File: config.mk
export PLATFORM = sky130hd
export DESIGN_NAME = zsr_sram
export DESIGN_NICKNAME = d
export VERILOG_FILES = /design/src/rtl/zsr_pkg.sv /design/src/rtl/zsr_burst_addr.sv /design/src/rtl/zsr_lane_merge.sv /design/src/rtl/zsr_array.sv /design/src/rtl/zsr_sram.sv
export SDC_FILE = /design/constraint.sdc
export NUM_CORES = 2
export LEC_CHECK = 0
export ABC_AREA = 1
export BUFFER_PORTS_ARGS = -buffer_cell sky130_fd_sc_hd__buf_2
export CAP_MARGIN = 20
export CORE_MARGIN = 5
export CORE_UTILIZATION = 32
export CTS_BUF_LIST = sky130_fd_sc_hd__clkbuf_8
export CTS_CLUSTER_DIAMETER = 30
export DETAILED_ROUTE_END_ITERATION = 7
export PLACE_DENSITY = 0.51
export SETUP_SLACK_MARGIN = 0.05
export SLEW_MARGIN = 15
export SYNTH_ARGS = -nofsm -noshare
export SYNTH_HDL_FRONTEND = slang
export SYNTH_SLANG_ARGS = --single-unit
File: constraint.sdc
create_clock -name clk -period 5.56 [get_ports clk]
set_clock_uncertainty 0.1 [all_clocks]
set_input_delay 1.112 -clock clk [delete_from_list [all_inputs] [get_ports clk]]
set_output_delay 1.112 -clock clk [all_outputs]
set_load 0.1 [all_outputs]
File: src/rtl/zsr_pkg.sv
`timescale 1ns/1ps
package zsr_pkg;

    typedef enum logic [1:0] {
        OP_IDLE  = 2'd0,
        OP_READ  = 2'd1,
        OP_WRITE = 2'd2
    } zsr_op_e;

    // low two address bits of burst beat n from base b
    function automatic logic [1:0] beat_low(input logic [1:0] b, input logic [1:0] n,
                                            input logic linear);
        return linear ? (b + n) : (b ^ n);
    endfunction

endpackage

File: src/rtl/zsr_burst_addr.sv
`timescale 1ns/1ps
module zsr_burst_addr
    import zsr_pkg::*;
#(
    parameter int ADDR_W = 6
) (
    input  logic [ADDR_W-1:0] base,
    input  logic [1:0]        beat,
    input  logic              linear,
    output logic [ADDR_W-1:0] beat_addr
);
    assign beat_addr = {base[ADDR_W-1:2], beat_low(base[1:0], beat, linear)};
endmodule

File: src/rtl/zsr_lane_merge.sv
`timescale 1ns/1ps
module zsr_lane_merge #(
    parameter int LANES  = 4,
    parameter int LANE_W = 9,
    localparam int DW    = LANES * LANE_W
) (
    input  logic [DW-1:0]    base_word,
    input  logic [DW-1:0]    over_word,
    input  logic [LANES-1:0] lane_take,
    output logic [DW-1:0]    merged
);
    for (genvar l = 0; l < LANES; l++) begin : g_lane
        assign merged[l*LANE_W +: LANE_W] = lane_take[l] ? over_word[l*LANE_W +: LANE_W]
                                                         : base_word[l*LANE_W +: LANE_W];
    end
endmodule

File: src/rtl/zsr_array.sv
`timescale 1ns/1ps
module zsr_array #(
    parameter int ADDR_W = 6,
    parameter int LANES  = 4,
    parameter int LANE_W = 9,
    localparam int DW    = LANES * LANE_W,
    localparam int DEPTH = 1 << ADDR_W
) (
    input  logic              clk,
    input  logic              wr_en,
    input  logic [ADDR_W-1:0] wr_addr,
    input  logic [LANES-1:0]  wr_lanes,
    input  logic [DW-1:0]     wr_data,
    input  logic [ADDR_W-1:0] rd_addr,
    output logic [DW-1:0]     rd_data
);
    logic [DW-1:0] cells [DEPTH];

    always_ff @(posedge clk) begin
        if (wr_en) begin
            for (int l = 0; l < LANES; l++) begin
                if (wr_lanes[l]) cells[wr_addr][l*LANE_W +: LANE_W] <= wr_data[l*LANE_W +: LANE_W];
            end
        end
    end

    assign rd_data = cells[rd_addr];
endmodule

File: src/rtl/zsr_sram.sv
`timescale 1ns/1ps
module zsr_sram
    import zsr_pkg::*;
#(
    parameter int ADDR_W = 6,
    parameter int LANES  = 4,
    parameter int LANE_W = 9
) (
    input  logic                      clk,
    input  logic                      rst_n,
    input  logic                      cke_n,
    input  logic                      adv,
    input  logic                      ce1_n,
    input  logic                      ce2,
    input  logic                      ce3_n,
    input  logic                      wr_n,
    input  logic [LANES-1:0]          bwe_n,
    input  logic [ADDR_W-1:0]         addr,
    input  logic [LANES*LANE_W-1:0]   din,
    input  logic                      linear_burst,
    input  logic                      oe_n,
    input  logic                      zz,
    output logic [LANES*LANE_W-1:0]   dq,
    output logic                      dq_oe
);
    localparam int DW = LANES * LANE_W;

    typedef struct packed {
        zsr_op_e             op;
        logic [ADDR_W-1:0]   addr;
        logic [LANES-1:0]    lanes;
    } cmd_t;

    typedef struct packed {
        logic                vld;
        logic [ADDR_W-1:0]   addr;
        logic [LANES-1:0]    lanes;
        logic [DW-1:0]       data;
    } pend_t;

    typedef struct packed {
        cmd_t                s1;
        cmd_t                s2;
        zsr_op_e             b_op;
        logic [ADDR_W-1:0]   b_base;
        logic [1:0]          b_cnt;
        pend_t               pw0;
        pend_t               pw1;
        logic [DW-1:0]       rd;
        logic                rd_vld;
    } st_t;

    st_t st_q, st_d;

    logic                active, selected, hit0, hit1, arr_we;
    logic [1:0]          cnt_inc_d;
    logic [ADDR_W-1:0]   beat_addr;
    logic [DW-1:0]       arr_rd, merge1, merge0;

    assign active    = !cke_n;
    assign selected  = !ce1_n && ce2 && !ce3_n;
    assign cnt_inc_d = st_q.b_cnt + 2'd1;
    assign hit1      = st_q.pw1.vld && (st_q.pw1.addr == st_q.s2.addr);
    assign hit0      = st_q.pw0.vld && (st_q.pw0.addr == st_q.s2.addr);

    zsr_burst_addr #(.ADDR_W(ADDR_W)) u_burst (
        .base      (st_q.b_base),
        .beat      (cnt_inc_d),
        .linear    (linear_burst),
        .beat_addr (beat_addr)
    );

    zsr_array #(.ADDR_W(ADDR_W), .LANES(LANES), .LANE_W(LANE_W)) u_array (
        .clk      (clk),
        .wr_en    (arr_we),
        .wr_addr  (st_q.pw1.addr),
        .wr_lanes (st_q.pw1.lanes),
        .wr_data  (st_q.pw1.data),
        .rd_addr  (st_q.s2.addr),
        .rd_data  (arr_rd)
    );

    // older pending write first, newer one laid on top
    zsr_lane_merge #(.LANES(LANES), .LANE_W(LANE_W)) u_merge_old (
        .base_word (arr_rd),
        .over_word (st_q.pw1.data),
        .lane_take (st_q.pw1.lanes & {LANES{hit1}}),
        .merged    (merge1)
    );

    zsr_lane_merge #(.LANES(LANES), .LANE_W(LANE_W)) u_merge_new (
        .base_word (merge1),
        .over_word (st_q.pw0.data),
        .lane_take (st_q.pw0.lanes & {LANES{hit0}}),
        .merged    (merge0)
    );

    always_comb begin
        st_d   = st_q;
        arr_we = 1'b0;
        if (active) begin
            if (zz) begin
                st_d.s1.op    = OP_IDLE;
                st_d.s1.addr  = addr;
                st_d.s1.lanes = '0;
                st_d.b_op     = OP_IDLE;
            end else if (!adv) begin
                st_d.s1.op    = selected ? (wr_n ? OP_READ : OP_WRITE) : OP_IDLE;
                st_d.s1.addr  = addr;
                st_d.s1.lanes = ~bwe_n;
                st_d.b_op     = st_d.s1.op;
                st_d.b_base   = addr;
                st_d.b_cnt    = 2'd0;
            end else begin
                st_d.s1.op    = st_q.b_op;
                st_d.s1.addr  = beat_addr;
                st_d.s1.lanes = ~bwe_n;
                st_d.b_cnt    = cnt_inc_d;
            end
            st_d.s2 = st_q.s1;
            case (st_q.s2.op)
                OP_WRITE: begin
                    st_d.pw0.vld   = 1'b1;
                    st_d.pw0.addr  = st_q.s2.addr;
                    st_d.pw0.lanes = st_q.s2.lanes;
                    st_d.pw0.data  = din;
                    st_d.pw1       = st_q.pw0;
                    arr_we         = st_q.pw1.vld;
                    st_d.rd_vld    = 1'b0;
                end
                OP_READ: begin
                    st_d.rd     = merge0;
                    st_d.rd_vld = 1'b1;
                end
                default: st_d.rd_vld = 1'b0;
            endcase
        end
    end

    always_ff @(posedge clk or negedge rst_n) begin
        if (!rst_n) st_q <= '0;
        else        st_q <= st_d;
    end

    assign dq    = st_q.rd;
    assign dq_oe = st_q.rd_vld && !oe_n && !zz;

    assert_read_latency_R1: assert property (@(posedge clk) disable iff (!rst_n)
        (active && st_q.s2.op == OP_READ) |=> st_q.rd_vld);

    assert_write_capture_R2: assert property (@(posedge clk) disable iff (!rst_n)
        (active && st_q.s2.op == OP_WRITE) |=> (st_q.pw0.vld && st_q.pw0.addr == $past(st_q.s2.addr)));

    assert_unselected_idle_R3: assert property (@(posedge clk) disable iff (!rst_n)
        (active && !zz && !adv && !(!ce1_n && ce2 && !ce3_n)) |=> st_q.s1.op == OP_IDLE);

    assert_nonread_off_R4: assert property (@(posedge clk) disable iff (!rst_n)
        (active && st_q.s2.op != OP_READ) |=> !st_q.rd_vld);

    assert_stall_freeze_R8: assert property (@(posedge clk) disable iff (!rst_n)
        cke_n |=> ($stable(st_q.rd) && $stable(st_q.rd_vld) && $stable(st_q.s1) && $stable(st_q.pw0)));

    assert_sleep_ignores_R9: assert property (@(posedge clk) disable iff (!rst_n)
        (active && zz) |=> st_q.s1.op == OP_IDLE);
endmodule

==> results.ini <==
[status]
run_status=complete, no violations

[routing]
wl_per_cell_um=24.5
top_layer=met5
vias_per_cell=5.11
wl_met2_um=151000
wl_met3_um=27300
drt_wl_total_um=331000
ant_nets=0
drt-met1-wl_um=138000
num_vias=69200
drcViolationCount=0
drt_first_pass_iters=5
dr.first_iter.drc_count=8088

[sta]
worst_pin_slew_ns=1.20
finalHoldViolCount=0
post-route-min-period_ns=4.00
max_clock_freq_mhz=250
grt_setup_unrepaired=false
maxSlewViolCount=0
setup_tns_ns=0
relSlewSlack=0.200
post-route-period-util=0.720
setup-violations-final=0

[floorplanning]
io_pins=94
rows=206
die_w_um=572
coreArea_um2=315000
start_util=0.321
die_h_um=572
die_area_um2=327000

[layout]
syn_to_final_growth_pct=14.9
regArea_um2=73400
fin_util=0.369
final_cells=13500
finalNetCount=9002
fillers=30600
drive_gt1_frac=0.113
multi_input_area_um2=24000

[synth]
netlist.area_leader.share=0.685
syn_area_um2=101000
syn-num-nets=8884
synth-seq-cells=2469
ys.warnings.count=0
synth_common_cells=nand2_1, edfxtp_1, nand3_1
yosysUniqueCellTypes=31
async_flop_share=0.0668
synth_edf_count=2304
post-synth-top-area-cell=edfxtp_1
syn_area_per_cell_um2=11.4
yosysMostFrequentCell=nand2_1
seq_area_frac_synth=0.726
synthFlopType=edfxtp_1
ys_top_cells_by_area=edfxtp_1, nand3_1, nand2_1
syn_inst=8826

[clock_tree]
postCtsSetupBuffers=0
clk_latency_ns=1.07
cts_num_sinks=2469
path_clk_slew_ns=0.06
cts_resized=0
cts_hold_buf=0
cts_tree=yes
clock_path_buffers=4
cts_buffers=479
root_buffer=clkbuf_8
cts-htree-levels=5

[worst_setup_path]
worstPathMaxFanout=9
worstSetupEndpointType=flop
r2r_cells=4
startpoint=st_q[80]$_DFFE_PN0P_
r2r_start=st_q[80]$_DFFE_PN0P_
start_kind=flop
crit_required_ns=6.10
cp_data_arrival_time_ns=4.54
critPathKind=flop to flop

[flow_run]
drv_cap=0

[min_path]
min-delay-path-class=primary input to async pin

[global_route]
antenna_found_initial=23
grt_use_total=0.197
grt_pass1_wl_um=471000
grt_pass1_vias=67700
grt_max_degree=188
overflow=0

[power]
powerDensity_nw_per_um2=458
cellLeakagePower_nw=42.1
peakVddDrop_v=0.000690

[place]
port_buffers=93
dp.cells=12600
hpwl_um=206000
place_congestion=0.876

## worst max-delay path: stages (launching register included)
cell     delay (ns)
dfrtp_1        0.45
inv_1          0.17
nor3_1         0.86
nand2_1        1.03
nor2_1         0.97
## area by class of cell
cell class              instances  area share
clock buffers                 492      0.0584
diodes                         19    0.000410
well taps                    4160      0.0449
clock inverters               394      0.0323
flip-flops and latches       2469       0.632
multi-input cells            5531       0.207
inverters                     227     0.00758
repair buffers                236      0.0171
## power by group
part	internal, mW	switching (mW)
Clock	11.4	8.19
Sequential	22.5	1.34
Combinational	1.87	7.75
## per-layer routing
| metal | vias to the layer above | GRT usage |
|---|---|---|
| met3 | 623 | 0.0391 |
| met5 | - | 0 |
| met1 | 34200 | 0.266 |
| met2 | 3203 | 0.309 |
| met4 | 14 | 0.0840 |
| li1 | 31200 | - |
## cells by family (layout without fill, tap and decap cells)
logic type	count (synthesis)	after routing	share of synthesized area
AO/OA/AOI/OAI	218	218	0.0113
XOR/XNOR	3	3	0.000260
adder cells (fa/ha/maj)	1	1	0.000124
buffers and inverters	826	1349	0.0368
flip-flops	2469	2469	0.726
other	0	19	0
AND/OR/NAND/NOR	5309	5309	0.226
## final timing paths
check / end / slack [ns]
worst min register to register: st_q[130]$_DFFE_PN0P_ / 0.37
min in group clk: st_q[155]$_DFFE_PN0N_ / 0.18
worst min-delay path: st_q[46]$_DFFE_PN0P_ / 0.07
max in group asynchronous: st_q[71]$_DFFE_PN0P_ / 4.27
worst max register to register: u_array.cells[24][29]$_DFFE_PP_ / 1.56
worst max-delay path: u_array.cells[24][29]$_DFFE_PP_ / 1.56
## metrics by stage
step	hold slack, ns	area [µm²]	total power [mW]	setup WS (ns)
after CTS	0.0234	116000	53.4	1.72
after detailed placement	0.355	105000	33.8	1.20
after global placement	0.350	105000	33.8	1.30
after floorplan	0.331	101000	29.1	1.14
after global routing	0.0908	116000	55.0	1.53
final	0.0656	116000	53.1	1.56
## registers in the layout (all words and copies together), names as in the netlist
| register | flops |
|---|---|
| dq | 36 |
| st_q | 129 |
| u_array.cells | 2304 |
## cell usage in the layout (no fill, tap or decap), types with 18 or more instances in the layout
master / instances
nand2_1: 2766
edfxtp_1: 2304
nand3_1: 2164
clkbuf_8: 493
nor2_1: 309
inv_1: 301
dfrtp_1: 123
o21ai_0: 118
buf_4: 108
buf_2: 92
clkinv_1: 81
a21oi_1: 78
clkinv_2: 78
bufinv_16: 66
clkinvlp_4: 38
or2_2: 36
dfrtp_2: 36
buf_12: 35
clkinv_4: 22
diode_2: 19
nor3_1: 18
(Power assumes the default switching activity.)
